## config.mk

```make
export PLATFORM = sky130hd
export DESIGN_NAME = acq_sequencer
export DESIGN_NICKNAME = d
export VERILOG_FILES = /design/src/rtl/acq_pkg.sv /design/src/rtl/acq_crc_step.sv /design/src/rtl/acq_wait_timer.sv /design/src/rtl/acq_word_fmt.sv /design/src/rtl/acq_sequencer.sv
export SDC_FILE = /design/constraint.sdc
export NUM_CORES = 1
export LEC_CHECK = 0
export BUFFER_PORTS_ARGS = -buffer_cell sky130_fd_sc_hd__buf_4
export CAP_MARGIN = 20
export CORE_MARGIN = 2
export CORE_UTILIZATION = 33
export DETAILED_ROUTE_END_ITERATION = 10
export GPL_TIMING_DRIVEN = 1
export SYNTH_ARGS = -nofsm -noshare
export SYNTH_HDL_FRONTEND = slang
export SYNTH_SLANG_ARGS = --single-unit
```

## constraint.sdc

```tcl
create_clock -name clk -period 2.15 [get_ports clk]
set_input_delay 0.1075 -clock clk [delete_from_list [all_inputs] [get_ports clk]]
set_output_delay 0.1075 -clock clk [all_outputs]
set_load 0.005 [all_outputs]
```

## src/rtl/acq_pkg.sv

```systemverilog
package acq_pkg;

   typedef enum logic [2:0] {
      ST_IDLE   = 3'd0,
      ST_SELECT = 3'd1,
      ST_START  = 3'd2,
      ST_WAIT   = 3'd3,
      ST_STORE  = 3'd4,
      ST_CHECK  = 3'd5
   } acq_state_e;

endpackage

```

## src/rtl/acq_crc_step.sv

```systemverilog
module acq_crc_step #(
   parameter int                CRC_W  = 16,
   parameter int                DATA_W = 16,
   parameter logic [CRC_W-1:0]  POLY   = 16'h1021
) (
   input  logic [CRC_W-1:0]  crc_in,
   input  logic [DATA_W-1:0] data_in,
   output logic [CRC_W-1:0]  crc_out
);

   logic fb;

   // Bit-serial update, MSB first, unrolled over the data word
   always_comb begin
      crc_out = crc_in;
      fb      = 1'b0;
      for (int i = DATA_W - 1; i >= 0; i--) begin
         fb      = crc_out[CRC_W-1] ^ data_in[i];
         crc_out = {crc_out[CRC_W-2:0], 1'b0} ^ (fb ? POLY : '0);
      end
   end

endmodule

```

## src/rtl/acq_wait_timer.sv

```systemverilog
module acq_wait_timer #(
   parameter int LIMIT = 64
) (
   input  logic clk,
   input  logic rst_n,
   input  logic clear,
   input  logic run,
   output logic expired
);

   localparam int CNT_W = $clog2(LIMIT + 1);

   logic [CNT_W-1:0] cnt_q;

   always_ff @(posedge clk) begin
      if (!rst_n) begin
         cnt_q <= '0;
      end else if (clear) begin
         cnt_q <= '0;
      end else if (run && !expired) begin
         cnt_q <= cnt_q + 1'b1;
      end
   end

   assign expired = (cnt_q == CNT_W'(LIMIT - 1));

endmodule

```

## src/rtl/acq_word_fmt.sv

```systemverilog
module acq_word_fmt #(
   parameter int SAMPLE_W = 12,
   parameter int WORD_W   = 16
) (
   input  logic [SAMPLE_W-1:0] sample,
   output logic [WORD_W-1:0]   word
);

   generate
      if (SAMPLE_W == WORD_W) begin : g_direct
         assign word = sample;
      end else begin : g_zext
         assign word = {{(WORD_W - SAMPLE_W){1'b0}}, sample};
      end
   endgenerate

endmodule

```

## src/rtl/acq_sequencer.sv

```systemverilog
module acq_sequencer #(
   parameter int                 NUM_CH      = 8,
   parameter int                 SAMPLE_W    = 12,
   parameter int                 WORD_W      = 16,
   parameter int                 TIMEOUT_CYC = 64,
   parameter logic [WORD_W-1:0]  CRC_POLY    = 16'h1021,
   parameter logic [WORD_W-1:0]  CRC_INIT    = 16'hFFFF,
   localparam int                CH_W        = (NUM_CH > 1) ? $clog2(NUM_CH) : 1
) (
   input  logic                clk,
   input  logic                rst_n,
   input  logic                sync_pulse,
   output logic [CH_W-1:0]     adc_ch_sel,
   output logic                adc_start,
   input  logic                adc_ready,
   input  logic [SAMPLE_W-1:0] adc_data,
   input  logic                fifo_full,
   output logic                fifo_wr,
   output logic [WORD_W-1:0]   fifo_data,
   output logic                stat_fifo_full,
   output logic [2:0]          stat_state,
   output logic                stat_group_done,
   output logic                stat_overflow,
   output logic                stat_missed,
   output logic                stat_timeout
);

   import acq_pkg::*;

   // Elaboration-time parameter checks
   generate
      if (SAMPLE_W < 1 || SAMPLE_W > WORD_W) begin : g_bad_width
         $error("acq_sequencer: SAMPLE_W must be in 1..WORD_W");
      end
      if (NUM_CH < 1) begin : g_bad_ch
         $error("acq_sequencer: NUM_CH must be at least 1");
      end
      if (TIMEOUT_CYC < 1) begin : g_bad_tmo
         $error("acq_sequencer: TIMEOUT_CYC must be at least 1");
      end
      if (WORD_W < 2) begin : g_bad_word
         $error("acq_sequencer: WORD_W must be at least 2");
      end
   endgenerate

   localparam logic [CH_W-1:0] LAST_CH = CH_W'(NUM_CH - 1);

   acq_state_e          state_q;
   logic [CH_W-1:0]     ch_q;
   logic [SAMPLE_W-1:0] sample_q;
   logic [WORD_W-1:0]   crc_q;
   logic [WORD_W-1:0]   crc_next;
   logic [WORD_W-1:0]   sample_word;
   logic                done_q;
   logic                ovf_q;
   logic                miss_q;
   logic                tmo_q;
   logic                wait_expired;
   logic                last_ch;
   logic                write_due;

   acq_word_fmt #(
      .SAMPLE_W (SAMPLE_W),
      .WORD_W   (WORD_W)
   ) u_fmt (
      .sample (sample_q),
      .word   (sample_word)
   );

   acq_crc_step #(
      .CRC_W  (WORD_W),
      .DATA_W (WORD_W),
      .POLY   (CRC_POLY)
   ) u_crc (
      .crc_in  (crc_q),
      .data_in (sample_word),
      .crc_out (crc_next)
   );

   acq_wait_timer #(
      .LIMIT (TIMEOUT_CYC)
   ) u_timer (
      .clk     (clk),
      .rst_n   (rst_n),
      .clear   (state_q == ST_START),
      .run     (state_q == ST_WAIT),
      .expired (wait_expired)
   );

   assign last_ch = (ch_q == LAST_CH);

   always_ff @(posedge clk) begin
      if (!rst_n) begin
         state_q  <= ST_IDLE;
         ch_q     <= '0;
         sample_q <= '0;
         crc_q    <= CRC_INIT;
         done_q   <= 1'b0;
         ovf_q    <= 1'b0;
         miss_q   <= 1'b0;
         tmo_q    <= 1'b0;
      end else begin
         if (sync_pulse && state_q != ST_IDLE) begin
            miss_q <= 1'b1;
         end
         case (state_q)
            ST_IDLE: begin
               if (sync_pulse) begin
                  state_q <= ST_SELECT;
                  ch_q    <= '0;
                  crc_q   <= CRC_INIT;
                  done_q  <= 1'b0;
               end
            end
            ST_SELECT: state_q <= ST_START;
            ST_START:  state_q <= ST_WAIT;
            ST_WAIT: begin
               if (adc_ready) begin
                  sample_q <= adc_data;
                  state_q  <= ST_STORE;
               end else if (wait_expired) begin
                  tmo_q   <= 1'b1;
                  state_q <= ST_IDLE;
               end
            end
            ST_STORE: begin
               if (fifo_full) begin
                  ovf_q <= 1'b1;
               end else begin
                  crc_q <= crc_next;
               end
               if (last_ch) begin
                  state_q <= ST_CHECK;
               end else begin
                  ch_q    <= ch_q + 1'b1;
                  state_q <= ST_SELECT;
               end
            end
            ST_CHECK: begin
               if (fifo_full) begin
                  ovf_q <= 1'b1;
               end
               done_q  <= 1'b1;
               state_q <= ST_IDLE;
            end
            default: state_q <= ST_IDLE;
         endcase
      end
   end

   assign write_due       = (state_q == ST_STORE) || (state_q == ST_CHECK);
   assign fifo_wr         = write_due && !fifo_full;
   assign fifo_data       = (state_q == ST_CHECK) ? crc_q : sample_word;
   assign adc_start       = (state_q == ST_START);
   assign adc_ch_sel      = ch_q;
   assign stat_fifo_full  = fifo_full;
   assign stat_state      = state_q;
   assign stat_group_done = done_q;
   assign stat_overflow   = ovf_q;
   assign stat_missed     = miss_q;
   assign stat_timeout    = tmo_q;

endmodule

```

# Yosys cells after proc, flatten, opt, wreduce, memory -nomap -nowiden
# Index checks and enable logic that the tools add are counted.
[totals] out_inout_bits=29 in_bits=17 register_bits=45
[op_classes] n_mux=30 bitwise=30 eq_ne=11 addsub=2 n_reduce_logical=19
[op_table] operator="XOR 16 bit" count=16
[op_table] operator="two-way mux 13 bit" count=16
[op_table] operator="two-way mux 16 bit" count=3
[op_table] operator="one-hot mux 16 bit (2 select lines)" count=1
[op_table] operator="two-way mux 3 bit" count=6
[op_table] operator="one-hot mux 3 bit (5 select lines)" count=1
[op_table] operator="XOR 1 bit" count=12
[op_table] operator="== test 3 bit, second input constant" count=3
[op_table] operator="AND reduction 3 bit" count=3
[op_table] operator="AND reduction 2 bit" count=4
[op_table] operator="adder 7 x 1 -> 7 bit, second input constant" count=1
[op_table] operator="== test 7 x 6 -> 1 bit, second input constant" count=1
[op_table] operator="== test 3 x 2 -> 1 bit, second input constant" count=2
[op_table] operator="inequality test 2 bit, second input constant" count=3
[op_table] operator="one-hot mux 3 bit (2 select lines)" count=1
[op_table] operator="nonzero test 2 bit" count=2
[op_table] operator="OR reduction 2 bit" count=2
[op_table] operator="adder 3 x 1 -> 3 bit, second input constant" count=1
[op_table] operator="== test 3 x 1 -> 1 bit, second input constant" count=1
[op_table] operator="logical AND 1 bit" count=3
[op_table] operator="logical NOT 3 bit" count=1
[op_table] operator="inequality test 3 bit, second input constant" count=1
[op_table] operator="nonzero test 3 bit" count=1
[op_table] operator="logical NOT 1 bit" count=2
[op_table] operator="4 further kinds" count=5

# Longest topological paths before layout
# Gate-level depths: netlist of the first run.
[depth] ltp_word=46 ltp_mapped=7 ltp_nobuf=7

# Cells and area by module
# A second synthesis of the first run with hierarchy kept.
[hier_totals] hier_cells=306 area_unflattened_um2=2932.8
[by_module_without_submodules] module="acq_sequencer" cells_each=201 seq_area_each_um2=760.7 area_each_um2=1905.6 instances=1
[by_module_without_submodules] module="acq_crc_step" cells_each=51 seq_area_each_um2=0.0 area_each_um2=560.5 instances=1
[by_module_without_submodules] module="acq_wait_timer" cells_each=37 seq_area_each_um2=140.1 area_each_um2=342.8 instances=1
[by_module_without_submodules] module="acq_word_fmt" cells_each=17 seq_area_each_um2=0.0 area_each_um2=123.9 instances=1

# Worst setup path before layout of the first run
# No wires, ideal clock.
[synth_timing] path_kind="flip-flop to flip-flop" start="register crc_q[12]" end="register crc_q[12]" required_ns=2.033 arrival_time_ns=1.724 synth_period_minus_slack_ns=1.840 n_path_buf=0 stages_incl_launch_ff=6 setup_time_ns=0.117 path_slack_ns=0.310 cell_sequence="dfxtp_1 > xnor3_2 > xnor2_4 > xnor3_1 > mux2i_1 > o21ai_1"
[synth_via] elab_chain_len=25
[synth_rtl] item="start: declaration" line_no="acq_sequencer.sv:51" rtl="logic [WORD_W-1:0] crc_q;"
[synth_rtl] item="start signal: assignment" line_no="acq_sequencer.sv:130" rtl="crc_q <= crc_next;"
[synth_rtl] item="XOR 16 bit (*) (3 in series)" line_no="acq_crc_step.sv:19" rtl="crc_out = {crc_out[CRC_W-2:0], 1'b0} ^ (fb ? POLY : '0);"
[synth_rtl] item="two-way mux 13 bit (*)" line_no="acq_crc_step.sv:19"
[synth_rtl] item="XOR 16 bit (*) (4 in series)" line_no="acq_crc_step.sv:19"
[synth_rtl] item="XOR 1 bit" line_no="acq_crc_step.sv:18" rtl="fb = crc_out[CRC_W-1] ^ data_in[i];"
[synth_rtl] item="two-way mux 13 bit" line_no="acq_crc_step.sv:19"
[synth_rtl] item="XOR 16 bit (*) (4 in series)" line_no="acq_crc_step.sv:19"
[synth_rtl] item="XOR 1 bit" line_no="acq_crc_step.sv:18"
[synth_rtl] item="two-way mux 13 bit" line_no="acq_crc_step.sv:19"
[synth_rtl] item="XOR 16 bit (*) (4 in series)" line_no="acq_crc_step.sv:19"
[synth_rtl] item="XOR 1 bit" line_no="acq_crc_step.sv:18"
[synth_rtl] item="two-way mux 13 bit" line_no="acq_crc_step.sv:19"
[synth_rtl] item="XOR 16 bit (*)" line_no="acq_crc_step.sv:19"
[synth_rtl] item="two-way mux 16 bit (*)" line_no="acq_sequencer.sv:127" rtl="if (fifo_full) begin"
[synth_rtl] item="one-hot mux 16 bit (2 select lines) (*)" line_no="acq_sequencer.sv:106" rtl="case (state_q)"
# Every way passes the cells marked *; elsewhere a longest branch is shown, timed or not. The select of a mux whose other input is x is not followed.
# A chain may end at the register's enable or synchronous reset.

# Worst setup path after layout of the first run
[layout_timing] start="register crc_q[15]" end="register crc_q[15]"
[layout_via] elab_chain_len=25
[layout_rtl] item="two-way mux 13 bit (*)" line_no="acq_crc_step.sv:19"
[layout_rtl] item="XOR 16 bit (*) (4 in series)" line_no="acq_crc_step.sv:19"
[layout_rtl] item="XOR 1 bit" line_no="acq_crc_step.sv:18"
[layout_rtl] item="two-way mux 13 bit" line_no="acq_crc_step.sv:19"
[layout_rtl] item="XOR 16 bit (*) (4 in series)" line_no="acq_crc_step.sv:19"
[layout_rtl] item="XOR 1 bit" line_no="acq_crc_step.sv:18"
[layout_rtl] item="two-way mux 13 bit" line_no="acq_crc_step.sv:19"
[layout_rtl] item="XOR 16 bit (*) (4 in series)" line_no="acq_crc_step.sv:19"
[layout_rtl] item="XOR 1 bit" line_no="acq_crc_step.sv:18"
[layout_rtl] item="two-way mux 13 bit" line_no="acq_crc_step.sv:19"
[layout_rtl] item="XOR 16 bit (*) (4 in series)" line_no="acq_crc_step.sv:19"
[layout_rtl] item="two-way mux 16 bit (*)" line_no="acq_sequencer.sv:127"
[layout_rtl] item="one-hot mux 16 bit (2 select lines) (*)" line_no="acq_sequencer.sv:106"
# Marked as above.

==> results of run 1 <==
-- through the flow --
| step | power (mW) | worst slack [ns] | std cells | hold slack, ns | utilization [%] |
|---|---|---|---|---|---|
| 2_1_floorplan | 0.991 | 0.310 | 276 | 0.246 | - |
| 3_3_place_gp | 1.07 | 0.228 | 420 | 0.369 | 39.7 |
| 3_5_place_dp | 1.07 | 0.140 | 420 | 0.377 | 39.7 |
| 4_1_cts | 1.55 | 0.127 | 426 | 0.0541 | 40.7 |
| 5_1_grt | 1.60 | 0.0175 | 426 | 0.0601 | 40.8 |
| 6_report | 1.53 | 0.128 | 426 | 0.0556 | 40.8 |
-- cells by family after synthesis --
group	share of synthesized area [%]
buf+inv	3.98
simple gates	19.2
fa+ha+maj	1.46
xor+xnor	20.7
compound gates	12.5
mux	7.19
flops	35.0
-- power by group through the flow --
stage / Sequential [mW] / Clock, mW / Combinational, mW
4_1_cts: 0.852 / 0.507 / 0.195
5_1_grt: 0.854 / 0.538 / 0.212
6_report: 0.852 / 0.487 / 0.194
2_1_floorplan: 0.870 / 0 / 0.121
3_3_place_gp: 0.872 / 0 / 0.194
3_5_place_dp: 0.872 / 0 / 0.194
-- metal layers --
metal | GRT usage [%] | vias to the layer above | share of wire, %
li1 | - | 1047 | -
met1 | 19.7 | 969 | 50
met2 | 22.6 | 32 | 46
met3 | 3.17 | 6 | 3.0
met4 | 5.22 | 0 | 1.6
met5 | 0 | - | 0
-- worst reg2reg max path, cell delays in order (launching register included) --
cell and delay [ns]:
dfxtp_1 0.51, xnor3_1 0.44, xnor3_1 0.46, xnor2_1 0.20, mux2i_1 0.22, o21ai_1 0.08
-- cells in the mapped netlist, types with 4 or more instances --
| master | number | area share, % |
|---|---|---|
| a21boi_0 | 12 | 3.5 |
| a21oi_1 | 8 | 1.6 |
| and3_1 | 7 | 1.7 |
| clkbuf_1 | 10 | 1.5 |
| dfxtp_1 | 45 | 35 |
| mux2_2 | 12 | 5.2 |
| mux2i_1 | 5 | 1.9 |
| nand2_1 | 48 | 7.0 |
| nor2_1 | 19 | 2.8 |
| nor2b_1 | 8 | 1.9 |
| nor3_1 | 4 | 0.78 |
| o21ai_1 | 10 | 1.9 |
| o22ai_1 | 6 | 1.5 |
| or3_1 | 5 | 1.2 |
| xnor2_1 | 16 | 5.4 |
| xnor3_1 | 7 | 6.1 |
| xnor3_2 | 4 | 3.7 |
| xor2_1 | 8 | 2.7 |
-- registers in the layout (all words and copies together) (netlist names) --
signal,count
crc_q,16
sample_q,12
u_timer.cnt_q,7
adc_ch_sel,3
stat_state,3
stat_group_done,1
stat_missed,1
stat_overflow,1
stat_timeout,1
-- final timing paths --
path / cells after the start / from / slack (ns) / end
worst max-delay path: 5 / crc_q[15]$_SDFFE_PN1P_ / 0.13 / crc_q[15]$_SDFFE_PN1P_
worst min-delay path: 3 / adc_data[9] / 0.06 / sample_q[9]$_SDFFE_PN0P_
worst max register to register: 5 / crc_q[15]$_SDFFE_PN1P_ / 0.13 / crc_q[15]$_SDFFE_PN1P_
worst min register to register: 2 / adc_ch_sel[1]$_SDFFE_PN0P_ / 0.47 / adc_ch_sel[1]$_SDFFE_PN0P_
-- layout make-up --
class                   count  area (µm²)
fillers                   790        4530
well taps                 102         128
clock buffers               5        68.8
multi-input cells         213        1580
flip-flops and latches     45         901
inverters                   3        11.3
clock inverters             1        5.00
repair buffers             57         428
-- timing repair --
| action | in CTS | in global routing |
|---|---|---|
| gates resized for setup | 0 | 1 |
| setup endpoints to repair | 0 | 2 |
| hold buffers | 0 | 0 |
| hold endpoints to repair | 0 | 0 |
==> metrics.md, run 1 <==
| Metric | Value |
|---|---|
| Status | `finished, final reports clean` |
| Clock latency on the worst-skew pair | `approximately 0.30 ns` |
| Die Area | `0.00853 mm²` |
| First-pass GRT wire length | `9.69 mm` |
| Initial antenna violation count | `0` |
| Crit Path Max Fanout | `7` |
| ANT nets after route | `0` |
| Power Density | `roughly 490 mW/mm²` |
| CP max stage delay | `0.51 ns` |
| Max Buffers Root-to-Sink | `2` |
| Area of the core | `0.00765 mm²` |
| Pint | `around 1.2 mW` |
| Cell Chain, Critical Path | `xnor3_1, xnor3_1, xnor2_1, mux2i_1, o21ai_1` |
| Layout cell share with drive strength beyond 1 | `26.2%` |
| Wire per inst | `13.7 µm` |
| Die W | `~92 µm` |
| Fin. Hold Viols | `0` |
| Worst path arrival time | `~2.2 ns` |
| Cell variety after synth | `45` |
| Setup TNS | `0 ns` |
| Initial DRC Count | `82` |
| Commonest non-fill, non-tap cell in the layout | `buf_4` |
| Fin area | `0.00312 mm²` |
| Starting density of the core | `approximately a third` |
| Top FF cell, synth | `dfxtp_1` |
| Via density | `4.82` |
| Net switching power | `379 µW` |
| Max-slew violations | `0` |
| Most frequent cells in the layout | `buf_4, nand2_1, dfxtp_1` |
| Ys Warns | `0` |
| Clock share of power | `roughly a third` |
| CTS root buf | `clkbuf_8` |
| Mapped Nets | `between 200 and 300` |
| H-tree level count | `2` |
| Final #Nets | `345` |
| Critical path startpoint category | `register` |
| F_max | `495 MHz` |
| Pleak | `approximately 1.3 nW` |
| Number of buffers and inverters on the critical path | `0` |
| Area growth, synth to finish | `21.1%` |
| Vias in the first global route | `1957` |
| CP Class | `register to register` |
| Residual DRC | `0` |
| Hold Path Class | `primary input to register` |
| Grt total ovfl | `0` |
| Final min period | `around 2 ns` |
| Cell Area, Synth | `roughly 0.0026 mm²` |
| CP endpoint kind | `register` |
| Total clock buffers created by CTS | `5` |
| CTS tree | `yes` |
| Post-Syn Instances | `276` |
| Placed Area | `0.00304 mm²` |
| MaxCap Viol Count | `0` |
| CTS sink cnt | `45` |
| DRT Pass-1 Iters | `4` |
| Sw Share | `24.7%` |
| Postcts setup bufs | `0` |
| DR vias | `2054` |
| CP required | `between 2 and 2.5 ns` |
| Worst path top cell family by delay | `XOR/XNOR gates` |
| Ant. Diodes | `0` |
| Die Span Y | `92.3 µm` |
| Comb power frac | `12.6%` |
| Critical path's most frequent cell | `xnor3_1` |
| Post-synthesis sequential area ratio | `35.0%` |
| GRT Util Overall | `14.5%` |
| Reg power frac | `55.6%` |
| Port bufs | `45` |
| Layout Skew | `0.00509 ns` |
| Number of synthesized flops with an enable pin | `0` |
| Fin crit share | `between 90% and 100%` |
| Final Setup Violations | `0` |
| #FFs+latches synth | `45` |
| Largest net degree at the start of global routing | `41` |
| Clock transition at path regs | `0.08 ns` |
| Post-Route WL | `5.83 mm` |
| I/O Pins | `46` |
| Rows | `32` |
| Dpl hpwl | `4.29 mm` |
| Mapped Avg Cell Area | `9.33 µm²` |
| Final GP Congestion | `roughly 0.83` |
| VDD IR max | `0.210 mV` |
| Relative slew margins | `60.9%` |
| Slowest stage cell, crit path | `dfxtp_1` |
| RSZ-0062 raised after global routing | `no` |
| Fraction of registers with async set/reset | `0%` |
| Actual slew at the worst max-slew pin | `0.583 ns` |
Power figures use the tool's default switching activity.
==> run 2, diff against run 1 <==
--- a/config.mk
+++ b/config.mk
@@ -11,6 +11,7 @@
 export CORE_UTILIZATION = 33
 export DETAILED_ROUTE_END_ITERATION = 10
 export GPL_TIMING_DRIVEN = 1
+export MAX_ROUTING_LAYER = met4
 export SYNTH_ARGS = -nofsm -noshare
 export SYNTH_HDL_FRONTEND = slang
 export SYNTH_SLANG_ARGS = --single-unit
==> run 2 against run 1 <==
Compared with the run above: sequential power about the same; critical endpoint unchanged; hold slack improved by 0.0029 ns; final cell count unchanged; total power about the same; maximum frequency decreased by 0.17%; global-route usage increased by 0.42 points; combinational power about the same; clock-buffer cell count unchanged; flip-flop and latch count unchanged; via count decreased by 0.24%; die area unchanged; sequential share of layout area unchanged.
==> metrics.md, run 2 (synthesis gave the netlist of run 1 again) <==
| Metric | Value |
|---|---|
| Hold Path Class | `primary input to register` |
| Clock latency on the worst-skew pair | `0.30 ns` |
| Fin crit share | `94.2%` |
| VDD IR max | `0.210 mV` |
| CP endpoint kind | `register` |
| Initial DRC Count | `82` |
| Max Buffers Root-to-Sink | `2` |
| FF-to-FF End | `crc_q[15]$_SDFFE_PN1P_` |
| Final GP Congestion | `0.843` |
| Final Util | `40.8%` |
| CP required | `2.32 ns` |
| Area growth, synth to finish | `21.1%` |
| Tot Pwr | `1.53 mW` |
| Hold path startpoint | `adc_data[9]` |
| Port bufs | `45` |
| Reg2Reg Launch Point | `crc_q[15]$_SDFFE_PN1P_` |
| CTS root buf | `clkbuf_8` |
| Final min period | `~2.0 ns` |
| Clock transition at path regs | `around 0.08 ns` |
| Worst R2R Path Depth | `5` |
| Area of the multi-input gates | `between 0.0015 and 0.002 mm²` |
| Fin. Hold Viols | `0` |
| Starting density of the core | `33.7%` |
| Layout cell share with drive strength beyond 1 | `26.2%` |
| Placed Cells | `420` |
| H-tree level count | `2` |
| DR vias | `2049` |
| Layout Skew | `approximately 0.0032 ns` |
| Residual DRC | `0` |
| Worst Hold Path Cells | `3` |
| Layout fillers | `790` |
| Final Setup Violations | `0` |
| ANT nets after route | `0` |
| MaxCap Viol Count | `0` |
| Pleak | `1.26 nW` |
| Max reg flops | `16` |
| CP Class | `register to register` |
| Die Span Y | `92.3 µm` |
| GRT Util Overall | `14.9%` |
| Wire per inst | `approximately 14 µm` |
| Die Area | `0.00853 mm²` |
| Status | `finished, final reports clean` |
| Rows | `32` |
| Actual slew at the worst max-slew pin | `0.601 ns` |
| WHS Endpoint | `sample_q[9]$_SDFFE_PN0P_` |
| R2R setup slack | `0.13 ns` |
| Largest net degree at the start of global routing | `a little over 40` |
| Largest register by flop count | `crc_q` |
| Crit Path Max Fanout | `7` |
| RSZ-0062 raised after global routing | `no` |
| Relative slew margins | `59.7%` |
| Die W | `92.3 µm` |
| Dpl hpwl | `4.29 mm` |
| Total clock buffers created by CTS | `5` |
| Setup TNS | `0 ns` |
| CTS sink cnt | `45` |
| I/O Pins | `46` |
| Via density | `around 4.8` |
| Non-filler cells, final | `426` |
| DRT Pass-1 Iters | `4` |
| Reg area | `901 µm²` |
| Commonest non-fill, non-tap cell in the layout | `buf_4` |
| Worst path arrival time | `2.19 ns` |
| Largest regs | `crc_q: 16 flops, sample_q: 12 flops, u_timer.cnt_q: 7 flops` |
| Post-Route WL | `5.84 mm` |
| Vias in the first global route | `1958` |
| CTS tree | `yes` |
| Area of the core | `approximately 0.0076 mm²` |
| Power Density | `491 mW/mm²` |
| Max-slew violations | `0` |
| Critical path startpoint category | `register` |
| First-pass GRT wire length | `~9.7 mm` |
| Post-CTS Hold Buffers | `0` |
| Final #Nets | `345` |
| Grt total ovfl | `0` |
| F_max | `494 MHz` |
| Initial antenna violation count | `0` |
| Most frequent cells in the layout | `buf_4, nand2_1, dfxtp_1` |
| Ant. Diodes | `0` |
run 2: cell counts in the layout (fill, tap and decap cells not counted):
Identical to the previous run, type by type.
run 2: critical path, stage by stage, from the launching register on:
cell     delay, ns
dfxtp_1       0.51
xnor3_1       0.44
xnor3_1       0.46
xnor2_1       0.20
mux2i_1       0.22
o21ai_1       0.08
run 2: worst max path at each step:
stage	start	cells past startpoint	to
after global routing	crc_q[15]$_SDFFE_PN1P_	5	crc_q[15]$_SDFFE_PN1P_
after floorplan	crc_q[12]$_SDFFE_PN1P_	5	crc_q[12]$_SDFFE_PN1P_
after global placement	crc_q[12]$_SDFFE_PN1P_	5	crc_q[12]$_SDFFE_PN1P_
after detailed placement	crc_q[15]$_SDFFE_PN1P_	5	crc_q[15]$_SDFFE_PN1P_
final	crc_q[15]$_SDFFE_PN1P_	5	crc_q[15]$_SDFFE_PN1P_
after CTS	crc_q[15]$_SDFFE_PN1P_	5	crc_q[15]$_SDFFE_PN1P_
run 2: stage by stage:
stage               hold slack, ns  setup WS [ns]  instance area (µm²)
global placement             0.369          0.228                 3040
detailed placement           0.377          0.140                 3040
finish                      0.0585          0.125                 3120
floorplan                    0.246          0.310                 2570
CTS                         0.0541          0.127                 3110
global route                0.0602         0.0174                 3120
run 2: final cells by class:
| class | count | share of cell area [%] |
|---|---|---|
| sequential | 45 | 28.9 |
| tap | 102 | 4.09 |
| inverter | 3 | 0.361 |
| clock buffer | 5 | 2.21 |
| timing repair buffer | 57 | 13.7 |
| clock inverter | 1 | 0.161 |
| multi-input combinational | 213 | 50.6 |
run 2: repair_timing:
item                       4_1_cts  5_1_grt
gates resized for setup          0        1
setup buffers                    0        0
setup endpoints to repair        0        2
run 2: per-layer routing:
metal	up-vias	track usage, %	wire, µm
li1	1040	-	-
met1	967	19.7	2850
met2	36	22.9	2710
met3	6	2.85	182
met4	0	5.22	88
met5	-	-	0
run 2: power breakdown:
| part | switching, mW | leakage [nW] | internal, mW |
|---|---|---|---|
| logic | 0.0961 | 0.859 | 0.0971 |
| clock network | 0.273 | 0.0399 | 0.214 |
| registers | 0.00943 | 0.364 | 0.843 |
==> run 3, diff against run 2 <==
--- a/config.mk
+++ b/config.mk
@@ -12,6 +12,7 @@
 export DETAILED_ROUTE_END_ITERATION = 10
 export GPL_TIMING_DRIVEN = 1
 export MAX_ROUTING_LAYER = met4
+export RECOVER_POWER = 100
 export SYNTH_ARGS = -nofsm -noshare
 export SYNTH_HDL_FRONTEND = slang
 export SYNTH_SLANG_ARGS = --single-unit
==> run 3 against run 2 <==
Compared with the run above: hold slack about the same; core utilization is 0.29 points lower; sequential power hardly changed; total power is 0.54% lower; clock power about the same; clock skew shrank 0.00080 ns; critical path depth is the same; register-to-register slack barely moved; final area shrank 0.72%; die area stayed put; worst setup slack improved by 0.0031 ns; combinational power shrank 5%.
==> metrics.md, run 3 (synthesis gave the netlist of run 1 again) <==
| Metric | Value |
|---|---|
| Hold WS | `0.0581 ns` |
| Most frequent cells in the layout | `nand2_1, dfxtp_1, buf_4` |
| Critical path's most frequent cell | `xnor3_1` |
| Setup TNS | `0 ns` |
| Reg power frac | `between 50% and 60%` |
| Tot Pwr | `1.52 mW` |
| VDD IR max | `0.210 mV` |
| CTS sink cnt | `45` |
| Rows | `32` |
| Status | `finished, final reports clean` |
| F_max | `roughly 490 MHz` |
| MaxCap Viol Count | `0` |
| Initial DRC Count | `slightly above 90` |
| Area growth, synth to finish | `20.2%` |
| Comb power frac | `between 10 and 15%` |
| Max-slew violations | `0` |
| CP max stage delay | `0.51 ns` |
| CTS tree | `yes` |
| Reg area | `901 µm²` |
| Via density | `4.79` |
| Non-filler cells, final | `426` |
| Vias in the first global route | `1958` |
| Worst path arrival time | `between 2 and 2.5 ns` |
| Post-Route WL | `approximately 5.8 mm` |
| Sw Share | `24.8%` |
| Net switching power | `378 µW` |
| Die Area | `0.00853 mm²` |
| RSZ-0062 raised after global routing | `no` |
| CP required | `2.32 ns` |
| Final #Nets | `345` |
| Worst R2R Path Depth | `5` |
| Actual slew at the worst max-slew pin | `slightly below 0.6 ns` |
| R2R setup slack | `~0.13 ns` |
| Largest regs | `crc_q: 16 flops, sample_q: 12 flops, u_timer.cnt_q: 7 flops` |
| CP endpoint kind | `register` |
| Layout fillers | `794` |
| Pleak | `1.23 nW` |
| Die Span Y | `92.3 µm` |
| Initial antenna violation count | `0` |
| Pint | `roughly 1.1 mW` |
| Slowest stage cell, crit path | `dfxtp_1` |
| Layout Skew | `0.00243 ns` |
| Critical path startpoint category | `register` |
| Cell Chain, Critical Path | `xnor3_1, xnor3_1, xnor2_1, mux2i_1, o21ai_1` |
| GRT Util Overall | `14.9%` |
| Largest register by flop count | `crc_q` |
| Post-CTS Hold Buffers | `0` |
| FF-to-FF End | `crc_q[15]$_SDFFE_PN1P_` |
| Hold path startpoint | `adc_data[9]` |
| Final Setup Violations | `0` |
| WHS Endpoint | `sample_q[9]$_SDFFE_PN0P_` |
| Port bufs | `45` |
| Largest net degree at the start of global routing | `41` |
| Reg2Reg Launch Point | `crc_q[15]$_SDFFE_PN1P_` |
| Ant. Diodes | `0` |
| Relative slew margins | `60.2%` |
| CP Class | `register to register` |
| Final GP Congestion | `0.843` |
| Residual DRC | `0` |
| Worst Hold Path Cells | `3` |
| Grt total ovfl | `0` |
| Clock transition at path regs | `0.08 ns` |
| DRT Pass-1 Iters | `4` |
| DR vias | `2042` |
| Clock share of power | `32.0%` |
| Hold Path Class | `primary input to register` |
| Max reg flops | `16` |
| Fin crit share | `94.0%` |
| Starting density of the core | `33.7%` |
| Power Density | `approximately 490 mW/mm²` |
| Total clock buffers created by CTS | `5` |
| Fin. Hold Viols | `0` |
| Area of the multi-input gates | `between 0.0015 and 0.002 mm²` |
| Die W | `around 92 µm` |
| Area of the core | `around 0.0076 mm²` |
| H-tree level count | `2` |
| I/O Pins | `46` |
| First-pass GRT wire length | `about 9.7 mm` |
| Clock latency on the worst-skew pair | `0.30 ns` |
| Postcts setup bufs | `0` |
| Wire per inst | `13.6 µm` |
| Commonest non-fill, non-tap cell in the layout | `nand2_1` |
| ANT nets after route | `0` |
| Dpl hpwl | `4.29 mm` |
| Max Buffers Root-to-Sink | `2` |
| Layout cell share with drive strength beyond 1 | `24.4%` |
| Placed Cells | `420` |
| CTS root buf | `clkbuf_8` |
| Final min period | `about 2.0 ns` |
| Crit Path Max Fanout | `7` |
run 3: cell count changes in the layout (fill, tap and decap cells not counted), moves of 5 or more:
cell	before	now
o21ai_1	10	4
clkbuf_4	0	23
o21ai_0	3	9
clkbuf_1	0	5
buf_4	57	28
run 3: what timing repair did:
action                     4_1_cts  5_1_grt
gates resized for setup          0        1
setup endpoints to repair        0        2
hold endpoints to repair         0        0
run 3: worst max-delay path by stage:
stage / startpoint / end / depth (start not counted)
2_1_floorplan: crc_q[12]$_SDFFE_PN1P_ / crc_q[12]$_SDFFE_PN1P_ / 5
3_3_place_gp: crc_q[12]$_SDFFE_PN1P_ / crc_q[12]$_SDFFE_PN1P_ / 5
3_5_place_dp: crc_q[15]$_SDFFE_PN1P_ / crc_q[15]$_SDFFE_PN1P_ / 5
4_1_cts: crc_q[15]$_SDFFE_PN1P_ / crc_q[15]$_SDFFE_PN1P_ / 5
5_1_grt: crc_q[13]$_SDFFE_PN1P_ / crc_q[13]$_SDFFE_PN1P_ / 5
6_report: crc_q[15]$_SDFFE_PN1P_ / crc_q[15]$_SDFFE_PN1P_ / 5
run 3: final cells by class:
cell class,instances,area share (%)
multi-input combinational,213,50.9
inverter,3,0.364
sequential,45,29.1
clock inverter,1,0.162
clock buffer,5,2.22
tap,102,4.12
timing repair buffer,57,13.1
run 3: worst max-delay path, delay by kind of cell (launching register included):
family	cells	cell delay, ns
muxes	1	0.22
xor gates and xnor gates	3	1.09
AOI/OAI and AO/OA	1	0.08
DFF	1	0.51
run 3: power groups by stage:
stage	Clock [mW]	Sequential [mW]	Combinational, mW
after floorplan	0	0.870	0.121
after global placement	0	0.872	0.194
after detailed placement	0	0.872	0.194
after CTS	0.507	0.852	0.195
after global routing	0.540	0.854	0.203
final	0.488	0.852	0.184
run 3: metal layers:
| layer | track usage, % | up-vias | routed length [µm] |
|---|---|---|---|
| met5 | - | - | 0 |
| met4 | 5.22 | 0 | 88 |
| met3 | 2.85 | 6 | 180 |
| met2 | 22.9 | 35 | 2680 |
| met1 | 19.7 | 957 | 2850 |
| li1 | - | 1044 | - |
run 3: per-stage QoR:
step / util (%) / area [µm²] / setup slack, ns
after floorplan: - / 2570 / 0.310
after global placement: 39.7 / 3040 / 0.228
after detailed placement: 39.7 / 3040 / 0.140
after CTS: 40.7 / 3110 / 0.127
after global routing: 40.5 / 3100 / 0.00943
final: 40.5 / 3100 / 0.128
